File: config.mk
export PLATFORM = sky130hd
export DESIGN_NAME = pt_walk_unit
export DESIGN_NICKNAME = d
export VERILOG_FILES = /design/src/rtl/pt_walk_unit.sv
export SDC_FILE = /design/constraint.sdc
export NUM_CORES = 1
export LEC_CHECK = 0
export BUFFER_PORTS_ARGS = -buffer_cell sky130_fd_sc_hd__buf_2
export CAP_MARGIN = 20
export CORE_MARGIN = 2
export CORE_UTILIZATION = 48
export DETAILED_ROUTE_END_ITERATION = 8
export PLACE_DENSITY_LB_ADDON = 0.08
export SLEW_MARGIN = 25
export SYNTH_ARGS = -nofsm -noshare
export SYNTH_HDL_FRONTEND = slang
export SYNTH_SLANG_ARGS = --single-unit
File: constraint.sdc
create_clock -name clk -period 2.7 [get_ports clk]
set_clock_uncertainty 0.15 [all_clocks]
set_input_delay 0.135 -clock clk [delete_from_list [all_inputs] [get_ports clk]]
set_output_delay 0.135 -clock clk [all_outputs]
set_load 0.01 [all_outputs]
File: src/rtl/pt_walk_unit.sv
module pt_walk_unit #(
  parameter int VA_W      = 32,
  parameter int VPN_LSB   = 14,
  parameter int IDX_W     = 18,
  parameter int ENTRY_W   = 32,
  parameter int LOC_W     = 18,
  parameter int FRAME_W   = 10,
  parameter int VALID_BIT = 31,
  parameter int DIRTY_BIT = 30,
  localparam int PA_W     = FRAME_W + VPN_LSB
) (
  input  logic               clk,
  input  logic               rst_n,
  input  logic               req_valid,
  input  logic [VA_W-1:0]    req_vaddr,
  input  logic [IDX_W-1:0]   pt_base,
  output logic               mem_req,
  output logic [IDX_W-1:0]   mem_addr,
  input  logic               mem_rsp_valid,
  input  logic [ENTRY_W-1:0] mem_rsp_data,
  output logic               busy,
  output logic               done,
  output logic [PA_W-1:0]    done_paddr,
  output logic [FRAME_W-1:0] done_frame,
  output logic               done_dirty,
  output logic               fault,
  output logic [LOC_W-1:0]   fault_ptr
);

  typedef enum logic [1:0] {S_IDLE, S_REQ, S_WAIT} st_t;
  st_t st;
  logic [VPN_LSB-1:0] off_q;
  logic [IDX_W-1:0]   idx_q;

  wire accept    = (st == S_IDLE) && req_valid;
  wire take      = (st == S_WAIT) && mem_rsp_valid;
  wire ent_valid = mem_rsp_data[VALID_BIT];
  wire unused_rsp_bits = ^mem_rsp_data;

  assign busy     = (st != S_IDLE);
  assign mem_req  = (st == S_REQ);
  assign mem_addr = idx_q;

  always_ff @(posedge clk) begin
    if (!rst_n) begin
      st         <= S_IDLE;
      off_q      <= '0;
      idx_q      <= '0;
      done       <= 1'b0;
      fault      <= 1'b0;
      done_paddr <= '0;
      done_frame <= '0;
      done_dirty <= 1'b0;
      fault_ptr  <= '0;
    end else begin
      done  <= take && ent_valid;
      fault <= take && !ent_valid;
      case (st)
        S_IDLE: if (accept) st <= S_REQ;
        S_REQ:  st <= S_WAIT;
        S_WAIT: if (take) st <= S_IDLE;
        default: st <= S_IDLE;
      endcase
      if (accept) begin
        off_q <= req_vaddr[VPN_LSB-1:0];
        idx_q <= pt_base + IDX_W'(req_vaddr[VA_W-1:VPN_LSB]);
      end
      if (take && ent_valid) begin
        done_frame <= mem_rsp_data[FRAME_W-1:0];
        done_paddr <= {mem_rsp_data[FRAME_W-1:0], off_q};
        done_dirty <= mem_rsp_data[DIRTY_BIT];
      end
      if (take && !ent_valid)
        fault_ptr <= mem_rsp_data[LOC_W-1:0];
    end
  end

  assert_quiet_after_reset_R1: assert property (@(posedge clk) disable iff (!rst_n)
    $past(!rst_n) |-> (!busy && !mem_req && !done && !fault));
  assert_single_strobe_R3: assert property (@(posedge clk) disable iff (!rst_n)
    mem_req |=> !mem_req);
  assert_idle_on_result_R3: assert property (@(posedge clk) disable iff (!rst_n)
    (done || fault) |-> !busy);
  assert_result_follows_rsp_R5: assert property (@(posedge clk) disable iff (!rst_n)
    (done || fault) |-> $past(mem_rsp_valid && busy && !mem_req));
  assert_no_restart_while_busy_R7: assert property (@(posedge clk) disable iff (!rst_n)
    busy |=> !mem_req);
  assert_index_held_R2: assert property (@(posedge clk) disable iff (!rst_n)
    (busy && !mem_req) |-> $stable(mem_addr));
  assert_exclusive_result_R9: assert property (@(posedge clk) disable iff (!rst_n)
    !(done && fault));

endmodule

==> results of run 1 <==
==> area by class of cell <==
class	count	area (um2)	share of cell area, %
inverter	6	22.5	0.439
sequential	79	1580	30.8
clock inverter	5	106	2.07
multi-input combinational	342	2040	39.8
timing repair buffer	187	1120	21.8
tap	102	128	2.49
clock buffer	11	131	2.56
==> state kept, by name, indices dropped and copies added, names as in the netlist <==
signal      cells
mem_addr       18
off_q          14
done_paddr     24
done_dirty      1
done            1
fault           1
fault_ptr      18
st              2
==> cell usage after synthesis (all sizes together), types with 2 or more instances <==
cell,n
a311o,2
o211a,3
o21a,4
a211oi,3
dfxtp,79
o211ai,5
xnor2,3
clkbuf,17
nor2b,5
nand2b,4
buf,18
a31oi,3
and2,8
o21ai,16
inv,6
a21oi,18
mux2i,2
xor2,3
nor2,8
nor3,2
a21o,2
nand3b,3
ha,17
or3,2
nand3,14
nand2,138
and3,2
a21boi,62
==> worst reg2reg max path, stage by stage (launching register included) <==
cell      delay [ns]
dfxtp_1         0.35
nor2b_1         0.22
nand2_1         0.11
nor2_2          0.61
nand2_1         0.14
a21boi_0        0.17
==> metal layers <==
metal  up-vias  GRT usage [%]  part of all wire [%]
met5         -              0                     0
met4         0           8.21                   1.6
met3        12           2.98                   5.8
met2       127           39.6                    48
met1      1653           27.3                    44
li1       1895              -                     -
==> worst paths after layout <==
| path | from | to | slack [ns] | depth (start not counted) |
|---|---|---|---|---|
| max | req_vaddr[14] | mem_addr[14] | 0.70 | 10 |
| min | pt_base[0] | mem_addr[0] | 0.03 | 4 |
| max reg2reg | st[1] | fault_ptr[17] | 0.87 | 5 |
| min reg2reg | fault_ptr[1] | fault_ptr[1] | 0.31 | 2 |
==> through the flow <==
step / area (um2) / utilization, % / std cells
after floorplan: 3830 / - / 462
after global placement: 4550 / 58.9 / 682
after detailed placement: 4550 / 58.9 / 682
after CTS: 5130 / 66.4 / 732
after global routing: 5130 / 66.4 / 732
final: 5130 / 66.4 / 732
==> power by group through the flow <==
stage | sequential (mW) | clock [mW] | combinational [mW]
finish | 1.24 | 1.03 | 0.476
global route | 1.24 | 1.11 | 0.536
global placement | 1.26 | 0 | 0.429
CTS | 1.24 | 1.06 | 0.478
floorplan | 1.28 | 0 | 0.272
detailed placement | 1.27 | 0 | 0.437
==> timing repair <==
item	4_1_cts	5_1_grt
hold endpoints to repair	44	0
endpoints found under the setup margin	0	0
hold buffers	34	0
==> cell families (layout without fill, tap and decap cells) <==
family	after synthesis	in the layout	synth area share [%]
xor gates and xnor gates	6	6	1.37
DFF	79	79	41.3
and+or+nand+nor	190	190	21.3
AOI/OAI and AO/OA	126	126	24.1
adders and majority gates	18	18	6.08
buffers and inverters	41	209	5.33
muxes	2	2	0.523
==> reports/metrics.cfg, run 1 <==
[status]
outcome = finished, final reports clean

[global_route]
grt_pass1_wl_um = 15700
grt_max_degree = 48
gr-usage-all-layers_pct = 22.3
overflow = 0
antenna_found_initial = 0
grt_pass1_vias = 3551

[worst_setup_path]
worstSetupPathType = input port to register
path_cells = buf_2 > ha_1 > inv_1 > fa_1 > nand2b_1 > a21oi_1 > o21ai_2 > o311ai_2 > a21oi_1 > o211a_1
crit_buf_inv = 2
cp.required_ns = 2.78
cp_common_cell = a21oi_1
crit_arrival_ns = 2.09
slowest_stage = fa_1
cp_max_fo = 4
cpLargestDelayFamily = compound AO/OA/AOI/OAI gates
cp-end-kind = register
slowest_delay_ns = 0.38
cp-start-kind = input port

[sta]
slew_violations = 0
fin_crit_sh_pct = 74.2
whs_ns = 0.0320
tightest_slew_ns = 0.777
finalSetupViolCount = 0
rsz0062_at_grt = false
min_period_ns = 2.00
clock.fmax_ghz = 0.499
max-slew-margin-rel_pct = 48.2
fin_ws_ns = 0.696
final.setup.tns_ns = 0
hold_viol_final = 0

[power_and_ir_drop]
p_leak_nw = 2.30
finalPower_mw = 2.74
p_comb_share_pct = 17.3
p_sw_share_pct = 25.1
p_switching_uw = 689
power_density_nw_per_um2 = 535
max-vdd-ir-drop_v = 0.000293
p_seq_share_pct = 45.2
p_int_mw = 2.06
pwr-share-clk_pct = 37.5

[logic_synthesis]
ys_seq_elements = 79
synthArstFlopShare_pct = 0
netlist_area_um2 = 3830
synth_fp_nets = 566
syn_avg_cell_area_um2 = 8.28
seq_area_frac_synth_pct = 41.3
netlist_top_cells_area = dfxtp_1 41%, nand2_1 14%, a21boi_0 12%, ha_1 5.6%, buf_4 2.2%
synthFlopType = dfxtp_1
yosys_warnings = 0
synth_top_area_cell = dfxtp_1
netlist.area_leader.share_pct = 41.3
netlist_instances = 462
synth.distinct_cells = 47
synth_edf_count = 0

[clock_tree]
cts-root-buf = clkbuf_8
post-cts-setup-buffers = 0
clock_sinks = 79
cts_resized = 0
clkTransAtPathRegs_ns = 0.08
cts-buffers-inserted = 9
h-tree-depth = 3
cts_tree = done
cts.path.max_buffers = 2
clk_latency_ns = 0.34

[layout]
final_common_cell = buf_2
fin_nets = 729
layout_common_cells = 148 x buf_2, 138 x nand2_1, 79 x dfxtp_1
drive_above_1_share_pct = 28.4
area_growth_pct = 34.0
fill_cells = 667
antenna_cells = 0

[floorplanning]
die_w_um = 93.3
io_pins = 161
start_util_pct = 49.5
dieHeight_um = 93.3
coreArea_um2 = 7730
core.rowCount = 32
die_area_um2 = 8700

[detailed_routing]
vias = 3687
wl_per_cell_um = 12.7
drc_errors = 0
via_per_inst = 5.04
routed_wl_um = 9330
antenna_left = 0
drtIter0Drc = 78
drtPass1Iterations = 4

[hold_path]
hp-class = input port to register

[place]
preCtsSetupSlack_ns = 0.336
hpwl_um = 6440
place.gp.congestion = 0.870
portBuffers = 148

[job]
drv_cap = 0

Note: power is estimated with default switching activity, not from simulation.
==> run 2, diff against run 1 <==
Settings changed: ABC_AREA set to 1, CORE_UTILIZATION 48 to 44.
Clock period 2.7 ns to 1.7 ns, I/O delays scaled along.
==> run 2 against run 1 <==
Worst hold slack worse by 0.014 ns. Clock power up 21%. Sequential power up 61%. Non-clock buffer count up 13. Via count up 7.8%. First-iteration DRC count up 28%. Sequential cell count unchanged. Worst setup slack worse by 0.51 ns. Total power up 51%. Critical endpoint is now mem_addr[10]. Critical path type is now register to register. Area after synthesis up 1.4%. Wire length up 5.1%.
==> reports/metrics.cfg, run 2 <==
[logic_synthesis]
syn_avg_cell_area_um2 = 6.98
netlist_top_cells_area = dfxtp_1 41%, nor2_1 11%, o21ai_0 9.3%, inv_1 7.4%, nand2_1 7.1%
synth_fp_nets = 660
netlist_area_um2 = 3880
netlist_instances = 556
seq_area_frac_synth_pct = 40.8
synth_edf_count = 0
synth_top_area_cell = dfxtp_1
synth_common_cells = 113 x nor2_1, 79 x dfxtp_1, 76 x inv_1, 73 x nand2_1, 72 x o21ai_0
yosys_warnings = 0
ys_seq_elements = 79
synth.distinct_cells = 28
netlist.area_leader.share_pct = 40.8
yosysMostFrequentCell = nor2_1
synthFlopType = dfxtp_1
synthArstFlopShare_pct = 0

[clock_tree]
cts.path.max_buffers = 2
clkTransAtPathRegs_ns = 0.09
cts_tree = done
clock_sinks = 79
cts-root-buf = clkbuf_8
h-tree-depth = 3
clk_latency_ns = 0.34
cts-buffers-inserted = 9
cts_resized = 0

[place]
hpwl_um = 7010
portBuffers = 148
placed_cell_area_um2 = 4710
place.gp.congestion = 0.914
dp_cells = 796

[layout]
fin_area_um2 = 5260
stdcell_count = 849
antenna_cells = 0
largest_reg_flops = 24
final_util_pct = 60.9
area_growth_pct = 35.4
regMostFlops = done_paddr
fin_nets = 840
final_common_cell = buf_2
layout_common_cells = 148 x buf_2, 113 x nor2_1, 79 x dfxtp_1
drive_above_1_share_pct = 26.2

[sta]
fin_crit_sh_pct = 88.9
max-slew-margin-rel_pct = 61.9
rsz0062_at_grt = false
slew_violations = 0
tightest_slew_ns = 0.571
min_period_ns = 1.51
finalSetupViolCount = 0
hold_viol_final = 0
clock.fmax_ghz = 0.662

[detailed_routing]
vias = 3975
drc_errors = 0
drtIter0Drc = 100
via_per_inst = 4.68
routed_wl_um = 9800
antenna_left = 0
drtPass1Iterations = 4
wl_per_cell_um = 11.5

[power_and_ir_drop]
power_density_nw_per_um2 = 791
p_leak_nw = 2.79
max-vdd-ir-drop_v = 0.000338

[worst_setup_path]
path_cells = nor2_1 > nand2_1 > inv_2 > buf_12 > nand2_1 > o21ai_0 > inv_1
r2r_start = st[0]
cp-end-kind = register
cp-start-kind = register
worstSetupPathType = register to register
cpLargestDelayFamily = buffers and inverters
rr_endpoint = mem_addr[10]
cp_common_cell = nand2_1
slowest_delay_ns = 0.35
reg2regPathDepth = 7
crit_buf_inv = 3
rrSetupSlack_ns = 0.19
cp.required_ns = 1.78
slowest_stage = dfxtp_1
crit_arrival_ns = 1.59
cp_max_fo = 20

[global_route]
grt_pass1_wl_um = 16200
overflow = 0
grt_max_degree = 65
antenna_found_initial = 0
gr-usage-all-layers_pct = 20.3
grt_pass1_vias = 3692

[floorplanning]
io_pins = 161
start_util_pct = 44.9
die_area_um2 = 9590
die_w_um = 97.9
dieHeight_um = 97.9
core.rowCount = 34
coreArea_um2 = 8640

[hold_path]
hp-start = pt_base[1]
holdPathStages = 4
hp-class = input port to register
min_to = mem_addr[1]

[job]
drv_cap = 0

[status]
outcome = finished, final reports clean

[run 2: timing repair]
| item | 4_1_cts | 5_1_grt |
|---|---|---|
| hold buffers | 37 | 0 |
| endpoints found under the hold margin | 46 | 0 |
| setup buffers | 0 | 0 |
[run 2: power by group]
group | internal, mW | switching [mW]
clock | 0.545 | 0.709
sequential | 1.95 | 0.0504
combinational | 0.402 | 0.501
total | 2.90 | 1.26
[run 2: stage by stage]
step | setup WS, ns | power [mW] | hold WS, ns | TNS, ns
2_1_floorplan | 0.0568 | 2.56 | 0.0699 | 0
3_3_place_gp | -0.0851 | 2.86 | 0.162 | -0.210
3_5_place_dp | -0.108 | 2.88 | 0.168 | -0.315
4_1_cts | 0.191 | 4.21 | 0.00102 | 0
5_1_grt | 0.0204 | 4.41 | 0.0283 | 0
6_report | 0.189 | 4.16 | 0.0180 | 0
[run 2: cell type report]
type	instances	area [um2]
clock buffer	9	124
clock inverter	7	55.1
fill	848	3380
inverter	78	293
multi-input combinational	368	1830
sequential	79	1580
tap	108	135
timing repair buffer	200	1240
[run 2: tightest hold or removal path, cell delays in order]
cell and delay, ns:
buf_2 0.11, inv_1 0.07, fa_1 0.15, a21oi_1 0.05
[run 2: how the worst max path moves through the flow]
stage / from / endpoint / slack [ns] / depth (start not counted)
floorplan: req_vaddr[14] / mem_addr[16] / 0.06 / 13
global placement: req_vaddr[14] / mem_addr[16] / -0.09 / 14
detailed placement: req_vaddr[14] / mem_addr[16] / -0.11 / 14
CTS: st[0] / mem_addr[7] / 0.19 / 7
global route: st[0] / mem_addr[10] / 0.02 / 7
finish: st[0] / mem_addr[10] / 0.19 / 7
[run 2: cells by family after synthesis]
group                    count (synthesis)  synth area share [%]
XOR/XNOR                                 7                  1.58
adder cells (fa/ha/maj)                 18                  6.00
AO/OA/AOI/OAI                          116                  15.4
buffers and inverters                  109                  12.2
flip-flops                              79                  40.8
AND/OR/NAND/NOR                        227                  24.1
[run 2: routing by layer]
metal | GRT usage [%] | wire length [um] | vias to the layer above
li1 | - | - | 2098
met2 | 34.9 | 4680 | 119
met3 | 3.94 | 506 | 19
met5 | 0 | 0 | -
met1 | 25.0 | 4400 | 1739
met4 | 8.23 | 212 | 0
